<file path="src/rtl/fc_credit_pkg.sv">
package fc_credit_pkg;

    // Field widths of the advertised totals and their run-ahead limits
    localparam int HDR_W    = 8;
    localparam int DATA_W   = 12;
    localparam int HDR_CAP  = 127;
    localparam int DATA_CAP = 2047;

    typedef logic [HDR_W-1:0]  hdr_cr_t;
    typedef logic [DATA_W-1:0] data_cr_t;

    // One header amount paired with one data amount
    typedef struct packed {
        hdr_cr_t  hdr;
        data_cr_t data;
    } cr_pair_t;

    // Why the scheduler raises a request this cycle
    typedef enum logic [1:0] {
        TRIG_IDLE   = 2'd0,
        TRIG_STARVE = 2'd1,
        TRIG_TIMER  = 2'd2
    } upd_cause_e;

endpackage

</file>
<file path="src/rtl/fc_credit_field.sv">
module fc_credit_field #(
    parameter int W         = 8,
    parameter int INIT      = 32,
    parameter int CAP       = 127,
    parameter int STARVE_AT = 1
) (
    input  logic         clk,
    input  logic         rst,
    input  logic [W-1:0] cons_add,
    input  logic [W-1:0] rel_add,
    input  logic         latch,
    output logic [W-1:0] adv_o,
    output logic         fresh_o,
    output logic         starved_o
);

    localparam logic [W-1:0] INIT_V   = W'(INIT);
    localparam logic [W-1:0] CAP_V    = W'(CAP);
    localparam logic [W-1:0] STARVE_V = W'(STARVE_AT);

    generate
        if (INIT == 0) begin : g_unlimited
            logic unused_inputs;
            assign unused_inputs = ^{clk, rst, cons_add, rel_add, latch};
            assign adv_o     = '0;
            assign fresh_o   = 1'b0;
            assign starved_o = 1'b0;
        end else begin : g_finite
            logic [W-1:0] cons_q;
            logic [W-1:0] target_q;
            logic [W-1:0] adv_q;
            logic [W-1:0] ahead;
            logic [W-1:0] next_adv;
            logic [W-1:0] avail;

            always_ff @(posedge clk) begin
                if (rst) begin
                    cons_q   <= '0;
                    target_q <= INIT_V;
                    adv_q    <= INIT_V;
                end else begin
                    cons_q   <= cons_q + cons_add;
                    target_q <= target_q + rel_add;
                    if (latch) adv_q <= next_adv;
                end
            end

            always_comb begin
                ahead    = target_q - cons_q;
                next_adv = (ahead > CAP_V) ? (cons_q + CAP_V) : target_q;
                avail    = adv_q - cons_q;
            end

            assign adv_o     = adv_q;
            assign fresh_o   = (next_adv != adv_q);
            assign starved_o = (avail < STARVE_V);

            // the held total moves only on a capture edge
            assert_adv_hold_R8: assert property (@(posedge clk) disable iff (rst)
                !$past(latch) |-> $stable(adv_q));

            // a fresh capture never runs further ahead than the limit
            assert_ahead_cap_R4: assert property (@(posedge clk) disable iff (rst)
                latch |=> ((adv_q - $past(cons_q)) <= CAP_V));
        end
    endgenerate

endmodule

</file>
<file path="src/rtl/fc_update_sched.sv">
module fc_update_sched
    import fc_credit_pkg::*;
#(
    parameter int PERIOD = 3000,
    parameter bit ENABLE = 1'b1
) (
    input  logic clk,
    input  logic rst,
    input  logic starve,
    input  logic ack,
    output logic fire_o,
    output logic req_o
);

    localparam int TW = (PERIOD > 1) ? $clog2(PERIOD) : 1;
    localparam logic [TW-1:0] LAST = TW'(PERIOD - 1);

    generate
        if (ENABLE) begin : g_sched
            logic [TW-1:0] timer_q;
            logic          req_q;
            upd_cause_e    cause;

            always_comb begin
                cause = TRIG_IDLE;
                if (!rst && !req_q) begin
                    if (starve)                cause = TRIG_STARVE;
                    else if (timer_q == LAST)  cause = TRIG_TIMER;
                end
            end

            assign fire_o = (cause != TRIG_IDLE);
            assign req_o  = req_q;

            // Timer restarts at each capture and saturates while a request waits
            always_ff @(posedge clk) begin
                if (rst) begin
                    timer_q <= '0;
                    req_q   <= 1'b0;
                end else begin
                    if (fire_o)               timer_q <= '0;
                    else if (timer_q != LAST) timer_q <= timer_q + 1'b1;

                    if (fire_o)   req_q <= 1'b1;
                    else if (ack) req_q <= 1'b0;
                end
            end

            // a pending request waits for the acknowledge
            assert_req_held_R8: assert property (@(posedge clk) disable iff (rst)
                (req_q && !ack) |=> req_q);

            // an acknowledged request drops on the next edge
            assert_req_drop_R8: assert property (@(posedge clk) disable iff (rst)
                (req_q && ack) |=> !req_q);
        end else begin : g_off
            logic unused_inputs;
            assign unused_inputs = ^{clk, rst, starve, ack};
            assign fire_o = 1'b0;
            assign req_o  = 1'b0;
        end
    endgenerate

endmodule

</file>
<file path="src/rtl/fc_credit_issuer.sv">
module fc_credit_issuer
    import fc_credit_pkg::*;
#(
    parameter int INIT_HDR_CR    = 32,
    parameter int INIT_DATA_CR   = 256,
    parameter int MAX_PAYLOAD_CR = 32,
    parameter int UPDATE_PERIOD  = 3000,
    parameter int PAYLOAD_W      = 8,
    parameter int REL_HDR_W      = 4,
    parameter int REL_DATA_W     = 8
) (
    input  logic                  clk,
    input  logic                  rst,
    input  logic                  tlp_stored,
    input  logic [PAYLOAD_W-1:0]  tlp_units,
    input  logic                  app_release,
    input  logic [REL_HDR_W-1:0]  rel_hdr,
    input  logic [REL_DATA_W-1:0] rel_units,
    input  logic                  upd_ack,
    output logic                  upd_req,
    output logic [HDR_W-1:0]      adv_hdr,
    output logic [DATA_W-1:0]     adv_data
);

    localparam bit SCHED_ON = !((INIT_HDR_CR == 0) && (INIT_DATA_CR == 0));

    cr_pair_t consumed;
    cr_pair_t released;
    logic     fire;
    logic     hdr_fresh, hdr_starved;
    logic     data_fresh, data_starved;
    logic     starve;

    always_comb begin
        consumed.hdr  = tlp_stored  ? hdr_cr_t'(1'b1)       : '0;
        consumed.data = tlp_stored  ? data_cr_t'(tlp_units) : '0;
        released.hdr  = app_release ? hdr_cr_t'(rel_hdr)    : '0;
        released.data = app_release ? data_cr_t'(rel_units) : '0;
    end

    fc_credit_field #(
        .W(HDR_W), .INIT(INIT_HDR_CR), .CAP(HDR_CAP), .STARVE_AT(1)
    ) u_hdr (
        .clk(clk), .rst(rst),
        .cons_add(consumed.hdr), .rel_add(released.hdr), .latch(fire),
        .adv_o(adv_hdr), .fresh_o(hdr_fresh), .starved_o(hdr_starved)
    );

    fc_credit_field #(
        .W(DATA_W), .INIT(INIT_DATA_CR), .CAP(DATA_CAP), .STARVE_AT(MAX_PAYLOAD_CR)
    ) u_data (
        .clk(clk), .rst(rst),
        .cons_add(consumed.data), .rel_add(released.data), .latch(fire),
        .adv_o(adv_data), .fresh_o(data_fresh), .starved_o(data_starved)
    );

    assign starve = (hdr_starved && hdr_fresh) || (data_starved && data_fresh);

    fc_update_sched #(
        .PERIOD(UPDATE_PERIOD), .ENABLE(SCHED_ON)
    ) u_sched (
        .clk(clk), .rst(rst), .starve(starve), .ack(upd_ack),
        .fire_o(fire), .req_o(upd_req)
    );

    // a starving field with new credit ready gets a request on the next edge
    assert_starve_req_R7: assert property (@(posedge clk) disable iff (rst)
        (starve && !upd_req) |=> upd_req);

endmodule

</file>
<file path="config.mk">
export PLATFORM = sky130hd
export DESIGN_NAME = fc_credit_issuer
export DESIGN_NICKNAME = d
export VERILOG_FILES = /design/src/rtl/fc_credit_pkg.sv /design/src/rtl/fc_credit_field.sv /design/src/rtl/fc_update_sched.sv /design/src/rtl/fc_credit_issuer.sv
export SDC_FILE = /design/constraint.sdc
export NUM_CORES = 1
export LEC_CHECK = 0
export BUFFER_PORTS_ARGS = -buffer_cell sky130_fd_sc_hd__buf_2
export CORE_MARGIN = 2
export CORE_UTILIZATION = 45
export CTS_BUF_LIST = sky130_fd_sc_hd__clkbuf_8
export CTS_CLUSTER_SIZE = 12
export DETAILED_ROUTE_END_ITERATION = 10
export SLEW_MARGIN = 0
export SYNTH_ARGS = -nofsm -noshare
export SYNTH_HDL_FRONTEND = slang
export SYNTH_HIERARCHICAL = 1
export SYNTH_SLANG_ARGS = --single-unit
export TNS_END_PERCENT = 50
</file>
<file path="constraint.sdc">
create_clock -name clk -period 5.9 [get_ports clk]
set_input_delay 1.18 -clock clk [delete_from_list [all_inputs] [get_ports clk]]
set_output_delay 1.18 -clock clk [all_outputs]
set_load 0.01 [all_outputs]
</file>
## After elaboration in Yosys (flattened, before gate mapping)

Index checks and enable logic that the tools add are counted.

| word-level totals | value |
|---|---|
| register bits | 73 |
| input bits | 25 |
| output and inout port bits | 21 |
| word-level logic and storage cells | 47 |

| operators by class | value |
|---|---|
| add/subtract/negate cells | 11 |
| order comparisons | 4 |
| eq/ne operators | 4 |
| muxes and demuxes | 11 |
| reductions and logical operators | 9 |

Operator list:

| cell | count |
|---|---|
| $add A12 B8 Y12 | 2 |
| $mux W8 | 3 |
| $sub A12 B12 Y12 | 2 |
| $sub A8 B8 Y8 | 2 |
| $add A12 B1 Y12 const B | 1 |
| $add A12 B11 Y12 const B | 1 |
| $eq A12 B12 Y1 const B | 1 |
| $gt A12 B11 Y1 const B | 1 |
| $lt A12 B6 Y1 const B | 1 |
| $mux W12 | 1 |
| $ne A12 B12 Y1 | 1 |
| $ne A12 B12 Y1 const B | 1 |
| $add A8 B1 Y8 | 1 |
| $add A8 B4 Y8 | 1 |
| $add A8 B7 Y8 const B | 1 |
| $gt A8 B7 Y1 const B | 1 |
| $lt A8 B1 Y1 const B | 1 |
| $ne A8 B8 Y1 | 1 |
| $mux W2 | 3 |
| $mux W4 | 1 |
| $reduce_bool A2 Y1 | 2 |
| $logic_and A1 B1 Y1 | 3 |
| $mux W1 | 3 |
| $logic_not A1 Y1 | 2 |
| other kinds (2) | 2 |

## Logic depth before layout (Yosys ltp)

Gate-level depths: netlist (run 1).

| depth | value |
|---|---|
| depth after elaboration | 10 |
| depth in mapped cells | 19 |
| gate-level depth less buffers | 17 |

## Modules after synthesis

Netlist (run 1), hierarchy kept.

By module, submodules not included:

| module | times used | cells an instance | area an instance (µm²) | sequential area each (µm²) |
|---|---|---|---|---|
| fc_credit_field (u_data) | 1 | 355 | 3044.2 | 720.7 |
| fc_credit_field (u_hdr) | 1 | 214 | 1916.8 | 480.5 |
| fc_update_sched | 1 | 76 | 674.4 | 260.2 |
| fc_credit_issuer | 1 | 23 | 158.9 | 0.0 |

## Worst setup path before layout (run 1)

OpenSTA, ideal clock, no wires.

| timing path | value |
|---|---|
| path kind | reg2reg |
| from | register u_data.g_finite.cons_q[4] |
| to | register u_data.g_finite.adv_q[8], in the netlist u_data/adv_o[8] |
| setup time | 0.123 ns |
| data arrival time | 3.840 ns |
| data required time | 5.777 ns |
| path slack | 1.937 ns |
| cell stages (with the launch flop) | 19 |
| buffers on the path | 3 |
| period minus slack after synthesis | 3.963 ns |
| cells stage by stage | dfxtp_1 inv_1 ha_1 or4_1 a211oi_2 o21ai_2 xnor2_4 buf_6 mux2i_1 xnor2_1 nand4_1 or3_1 a22o_1 inv_1 a211oi_1 buf_1 buf_1 a21oi_1 or2_2 |

| on the way | value |
|---|---|
| cells in the longest elaborated chain, start to end | 9 |
| elaborated cells between the ends (all ways) | 12 |
| classes of those cells | add/sub (3); order compare (2); eq/ne (1); mux (3); reduce/logical (3) |

Ends and longest elaborated chain:

| item | RTL line | source |
|---|---|---|
| from (decl) | fc_credit_field.sv:29 | `logic [W-1:0] cons_q;` |
| from (signal assigned) | fc_credit_field.sv:42 | `cons_q <= cons_q + cons_add;` |
| $sub A12 B12 Y12 | fc_credit_field.sv:49 | `ahead = target_q - cons_q;` |
| $gt A12 B11 Y1 | fc_credit_field.sv:50 | `next_adv = (ahead > CAP_V) ? (cons_q + CAP_V) : target_q;` |
| $mux W12 * | fc_credit_field.sv:50 |  |
| $ne A12 B12 Y1 * | fc_credit_field.sv:55 | `assign fresh_o = (next_adv != adv_q);` |
| net data_fresh | fc_credit_issuer.sv:31 | `logic data_fresh, data_starved;` |
| $logic_and A1 B1 Y1 * | fc_credit_issuer.sv:57 | `assign starve = (hdr_starved && hdr_fresh) \|\| (data_starved && data_fresh);` |
| $logic_or A1 B1 Y1 * | fc_credit_issuer.sv:57 |  |
| net starve | fc_credit_issuer.sv:32 | `logic starve;` |
| $mux W2 * | fc_update_sched.sv:27 | `if (starve) cause = TRIG_STARVE;` |
| $mux W2 * | fc_update_sched.sv:26 | `if (!rst && !req_q) begin` |
| $reduce_bool A2 Y1 * | fc_update_sched.sv:32 | `assign fire_o = (cause != TRIG_IDLE);` |
| net fire | fc_credit_issuer.sv:29 | `logic fire;` |
| to (signal assigned) | fc_credit_field.sv:44 | `if (latch) adv_q <= next_adv;` |
| to (decl) | fc_credit_field.sv:31 | `logic [W-1:0] adv_q;` |

The timed path passes the listed nets; every way through them passes the cells marked *.
A chain may end at the register's enable or synchronous reset.

## Worst setup path after layout (run 1)

Same ends and word-level chain as after synthesis.

==> impl_metrics.yaml, run 1 <==
timing:
  fin_skew_ns: 0.00755
  worst_pin_slew_ns: 0.921
  setup_tns_ns: 0
  maxSlewHeadroom: 0.385
  timing.final.crit_share: 0.765
  slew_viol_final: 0
  finalSetupViolCount: 0
  finalHoldViolations: 0
  period_needed_ns: 4.52
  clock.fmax_ghz: 0.221
  rsz0062_at_grt: "false"
setup_path:
  slowest_delay_ns: 0.51
  crit_chain: "inv_1, ha_1, or4_1, a211oi_2, o21ai_2, xnor2_4, mux2_2, a2bb2oi_1, nand4_1, or3_1, a22o_1, inv_1, a211oi_4, buf_4, nor2_1, a21oi_1, or2_2"
  cpLargestDelayFamily: "simple AND/OR/NAND/NOR gates"
  reg2reg_to: "u_data/adv_o[8]"
  ff2ff_path_depth: 17
  crit_path_end_kind: "register"
  path_common_cell: "inv_1"
  path_max_fanout: 16
  crit_slowest_cell: "or4_1"
  cp-start-kind: "register"
  critPathRequiredTime_ns: 6.15
  worst-path-buf-inv: 3
  worstReg2RegStart: "u_data/g_finite.cons_q[4]"
  critPathArrivalTime_ns: 4.77
  critPathKind: "reg2reg"
  reg2reg_slack_ns: 1.38
clocking:
  root_buffer: "clkbuf_8"
  holdBufCountCts: 0
  cts_resized: 0
  h-tree-depth: 3
  cts_inserted_buffers: 9
  clockBufferDepth: 2
  cts_tree: "done"
  cts_sinks: 73
  clkTransAtPathRegs_ns: 0.08
  cts_setup_buffers: 0
  clk_latency_ns: 0.37
pwr:
  combPwrFrac: 0.590
  power_density_mw_per_mm2: 389
  p_clk_frac: 0.143
  leakage_nw: 2.85
  total_power_mw: 2.49
  swShare: 0.437
  seqPwrFrac: 0.267
  ir_drop_mv: 0.177
  internal-power_mw: 1.40
  p_sw_mw: 1.09
cells_and_area:
  fill_cells: 1241
  stdcell_count: 906
  drive_above_1_share: 0.129
  fin_area_mm2: 0.00641
  n_antenna_cell: 0
  syn_to_final_growth_pct: 10.6
  nets: 832
hold_path:
  holdCritPathClass: "reg2reg"
  hold_path_depth: 2
  worst_hold_path.endpoint: "u_sched/g_sched.timer_q[11]"
  min_from: "u_sched/g_sched.timer_q[11]"
die:
  ios: 46
  core_mm2: 0.0126
  die_y_um: 117
  dieWidth_um: 117
  start_util: 0.459
  die-area_mm2: 0.0138
  rows: 41
global_route:
  grt_pass1_vias: 4898
  antenna_found_initial: 0
  gr-total-overflow: 0
  grt_pass1_wl_mm: 22.5
  grt_max_degree: 64
  grt_util_all_layers: 0.199
route:
  wl_mm: 13.0
  ant_nets: 0
  vias: 4748
  routedWlPerCell_um: 14.4
  drtIter0Drc: 237
  dr.pass1.iters: 4
  routed_via_density: 5.24
  drc_errors: 0
place:
  hpwl_mm: 10.3
  placed_area_mm2: 0.00624
  dpl.cell_count: 890
  port_buffers: 45
  gp_congestion: 0.848
yosys:
  synth.yosys.seq_area_share: 0.252
  ys_ff_latch: 73
  synthArstFlopShare: 0
  synth-edff-count: 0
  synth_area_mm2: 0.00579
  synth.distinct_cells: 67
  avgSynthCellArea_um2: 8.67
  synth-main-ff-cell: "dfxtp_1"
  yosys_warnings: 6
  postSynthCellCount: 668
job:
  maxCapViolations: 0
run_status:
  status: "finished, final reports clean"
==> cells in the mapped netlist, types with 13 or more instances <==
master    count  area, um2
nand2_1      18       67.6
inv_1        52        195
nor2_1       66        248
o21ai_0      19       95.1
a21oi_1      37        185
and2_1       14       87.6
ha_1         73        913
xnor2_1      47        412
nor2b_1      18        113
a21o_1       23        173
nand2b_1     13       81.3
dfxtp_1      73       1460
mux2i_1      25        250
xor2_1       28        245
nor3_1       20        100
==> worst max-delay path by stage <==
stage	startpoint	end	slack, ns	cells after the start
floorplan	u_data/g_finite.cons_q[4]	u_data/adv_o[8]	1.94	18
global placement	u_data/g_finite.cons_q[4]	u_data/adv_o[8]	1.52	17
detailed placement	u_data/g_finite.cons_q[5]	u_data/adv_o[8]	1.44	17
CTS	u_data/g_finite.cons_q[5]	u_data/adv_o[8]	1.34	17
global route	u_data/g_finite.cons_q[5]	u_data/adv_o[8]	1.06	17
finish	u_data/g_finite.cons_q[4]	u_data/adv_o[8]	1.38	17
==> tightest hold or removal path: cells and delay by family, from the launching register on <==
| family | cells | cell delay (ns) |
|---|---|---|
| DFF | 1 | 0.33 |
| AOI/OAI and AO/OA | 2 | 0.13 |
==> registers in the layout (all words and copies together) (netlist names) <==
signal                    flops
u_hdr/g_finite.target_q       8
u_data/adv_o                 12
u_sched/req_o                 1
u_data/g_finite.cons_q       12
u_data/g_finite.target_q     12
u_hdr/adv_o                   8
u_sched/g_sched.timer_q      12
u_hdr/g_finite.cons_q         8
==> cells by family (layout without fill, tap and decap cells) <==
logic type	count (synthesis)	in the layout	share of synthesized area
compound gates	128	128	0.151
xor+xnor	77	77	0.121
fa+ha+maj	78	78	0.175
buf+inv	68	115	0.0505
flops	73	73	0.252
mux	31	31	0.0548
other cells	1	20	0.000647
simple gates	212	212	0.195
==> layout make-up <==
cell class              instances  area (um2)  area share
clock inverters                 7        47.5     0.00742
well taps                     172         215      0.0336
clock buffers                   9         124      0.0193
multi-input cells             546        4120       0.644
inverters                      52         195      0.0305
flip-flops and latches         73        1460       0.228
repair buffers                 47         240      0.0375
==> stage by stage <==
stage / utilization / setup WS (ns) / hold slack [ns]
floorplan: - / 1.94 / 0.447
global placement: 0.494 / 1.52 / 0.472
detailed placement: 0.494 / 1.44 / 0.468
CTS: 0.508 / 1.34 / 0.490
global route: 0.508 / 1.06 / 0.514
finish: 0.508 / 1.38 / 0.489
==> layout by cell type, fill, tap and decap left out, types with 9 or more instances in the layout <==
master    synthesis  layout
and2_1           14      14
conb_1            1      20
buf_2             0      45
nor3_1           20      20
clkbuf_8          0       9
a21o_1           23      23
o21ai_0          19      19
xnor2_1          47      47
xor2_1           28      28
ha_1             73      73
inv_1            52      52
nor2_1           66      66
nand2_1          18      18
nand2b_1         13      13
mux2i_1          25      25
a21oi_1          37      37
nor2b_1          18      18
nand3_1          11      11
nand4_1          11      11
dfxtp_1          73      73
==> routing by layer <==
metal	track usage	routed length [um]	vias to the layer above
li1	-	-	2455
met1	0.241	5810	2196
met2	0.349	6400	80
met3	0.0407	546	17
met4	0.0730	271	0
met5	0	0	-
==> power groups by stage <==
| stage | sequential [mW] | clock, mW | combinational (mW) |
|---|---|---|---|
| 2_1_floorplan | 0.640 | 0 | 1.24 |
| 3_3_place_gp | 0.674 | 0 | 1.43 |
| 3_5_place_dp | 0.678 | 0 | 1.46 |
| 4_1_cts | 0.666 | 0.371 | 1.47 |
| 5_1_grt | 0.675 | 0.394 | 1.65 |
| 6_report | 0.664 | 0.357 | 1.47 |
(Power assumes the default switching activity.)
==> inputs of run 2 (changes only) <==
clock period = 4.25 ns   (was 5.9 ns; I/O delays follow)
==> run 2 against run 1 <==
Effect of this change: combinational power grew 63%; critical path depth is the same; hold slack gained 0.0054 ns; worst setup slack lost 1.2 ns; clock skew grew 0.0030 ns; global-route usage grew 1.0 points; critical path type unchanged.
==> impl_metrics.yaml, run 2 (synthesized netlist as in run 1, its figures left out) <==
route:
  drc_errors: 0
  dr.pass1.iters: 5
  routed_via_density: 5.33
  ant_nets: 0
  routedWlPerCell_um: 15.4
  vias: 4934
  drtIter0Drc: 294
  wl_mm: 14.3
cells_and_area:
  seqCellArea_mm2: 0.00146
  multi_input_area_mm2: 0.00418
  fill_cells: 1227
  nets: 851
  drive_above_1_share: 0.163
  final_common_cell: "ha_1"
  syn_to_final_growth_pct: 14.7
  stdcell_count: 925
  final_cell_mix: "ha_1, dfxtp_1, nor2_1, inv_1, xnor2_1"
  fin_area_mm2: 0.00665
  fin_util: 0.527
  n_antenna_cell: 0
clocking:
  root_buffer: "clkbuf_8"
  cts_tree: "done"
  h-tree-depth: 3
  clk_latency_ns: 0.37
  cts_sinks: 73
  cts_inserted_buffers: 9
  clkTransAtPathRegs_ns: 0.09
  clockBufferDepth: 2
timing:
  clock.fmax_ghz: 0.245
  slew_viol_final: 0
  finalHoldViolations: 0
  finalSetupViolCount: 0
  period_needed_ns: 4.09
  timing.hold.ws_ns: 0.495
  worst_pin_slew_ns: 0.904
  fin_skew_ns: 0.0105
  setup_ws_ns: 0.164
  timing.final.crit_share: 0.962
  maxSlewHeadroom: 0.397
global_route:
  antenna_found_initial: 0
  grt_util_all_layers: 0.210
  grt_pass1_vias: 4833
  gr-total-overflow: 0
  grt_max_degree: 37
  grt_pass1_wl_mm: 23.3
pwr:
  power_density_mw_per_mm2: 590
  ir_drop_mv: 0.260
  leakage_nw: 2.98
die:
  die_y_um: 117
  ios: 46
  start_util: 0.459
  rows: 41
  core_mm2: 0.0126
  die-area_mm2: 0.0138
  dieWidth_um: 117
place:
  placed_area_mm2: 0.00631
  hpwl_mm: 11.2
  gp_congestion: 0.943
  dpl.cell_count: 900
  port_buffers: 45
  dp_worst_setup_slack_ns: 0.0994
setup_path:
  critPathKind: "reg2reg"
  critPathArrivalTime_ns: 4.39
  path_max_fanout: 7
  crit_path_end_kind: "register"
  cp-start-kind: "register"
  critPathRequiredTime_ns: 4.55
job:
  maxCapViolations: 0
run_status:
  status: "finished, final reports clean"
hold_path:
  holdCritPathClass: "reg2reg"
[run 2: changes by cell type in the layout (fill, tap and decap cells not counted), sizes merged]
cell / before / now
clkinvlp: 5 / 1
buf: 47 / 65
clkinv: 2 / 4
xnor2: 49 / 50
bufinv: 0 / 2
[run 2: critical path, cell delays in order (launching register included)]
cell and delay, ns:
dfxtp_1 0.33, inv_1 0.05, ha_1 0.21, or4_4 0.55
a211oi_4 0.27, o21ai_4 0.14, xnor2_4 0.22, buf_4 0.18
a2111o_1 0.40, a22oi_2 0.21, nand4_1 0.14, or3_1 0.40
a22o_1 0.22, inv_2 0.07, a211oi_4 0.09, buf_6 0.18
mux2_2 0.26, nor2_1 0.10
[run 2: worst paths after layout]
check	depth (start not counted)	startpoint	slack (ns)	to
worst min register to register	2	u_sched/g_sched.timer_q[11]	0.49	u_sched/g_sched.timer_q[11]
worst max-delay path	17	u_data/g_finite.cons_q[5]	0.16	u_hdr/adv_o[0]
worst max register to register	17	u_data/g_finite.cons_q[5]	0.16	u_hdr/adv_o[0]
worst min-delay path	2	u_sched/g_sched.timer_q[11]	0.49	u_sched/g_sched.timer_q[11]
[run 2: cell type report]
class | instances | area share
Multi-Input combinational cell | 547 | 0.628
Clock inverter | 7 | 0.0143
Clock buffer | 9 | 0.0186
Inverter | 52 | 0.0294
Tap cell | 172 | 0.0324
Sequential cell | 73 | 0.220
Timing Repair Buffer | 65 | 0.0572
[run 2: report_power, final]
| part | internal [mW] | switching, mW |
|---|---|---|
| sequential | 0.789 | 0.123 |
| clock | 0.330 | 0.289 |
| combinational | 1.13 | 1.26 |
[run 2: metal layers]
| layer | vias to the layer above | global-route usage | share of wire |
|---|---|---|---|
| met5 | - | 0 | 0 |
| met4 | 0 | 0.0956 | 0.021 |
| met3 | 24 | 0.0305 | 0.037 |
| met2 | 103 | 0.370 | 0.50 |
| met1 | 2305 | 0.252 | 0.44 |
| li1 | 2502 | - | - |
[run 2: repair_timing]
action	4_1_cts	5_1_grt
buffers inserted	0	7
endpoints found under the setup margin	0	31
hold buffers	0	0
gates resized for setup	0	13
[run 2: through the flow]
stage               power [mW]  setup TNS, ns
CTS                       3.67              0
global route              4.19         -0.282
finish                    3.92              0
floorplan                 2.61              0
detailed placement        3.03              0
global placement          2.98              0
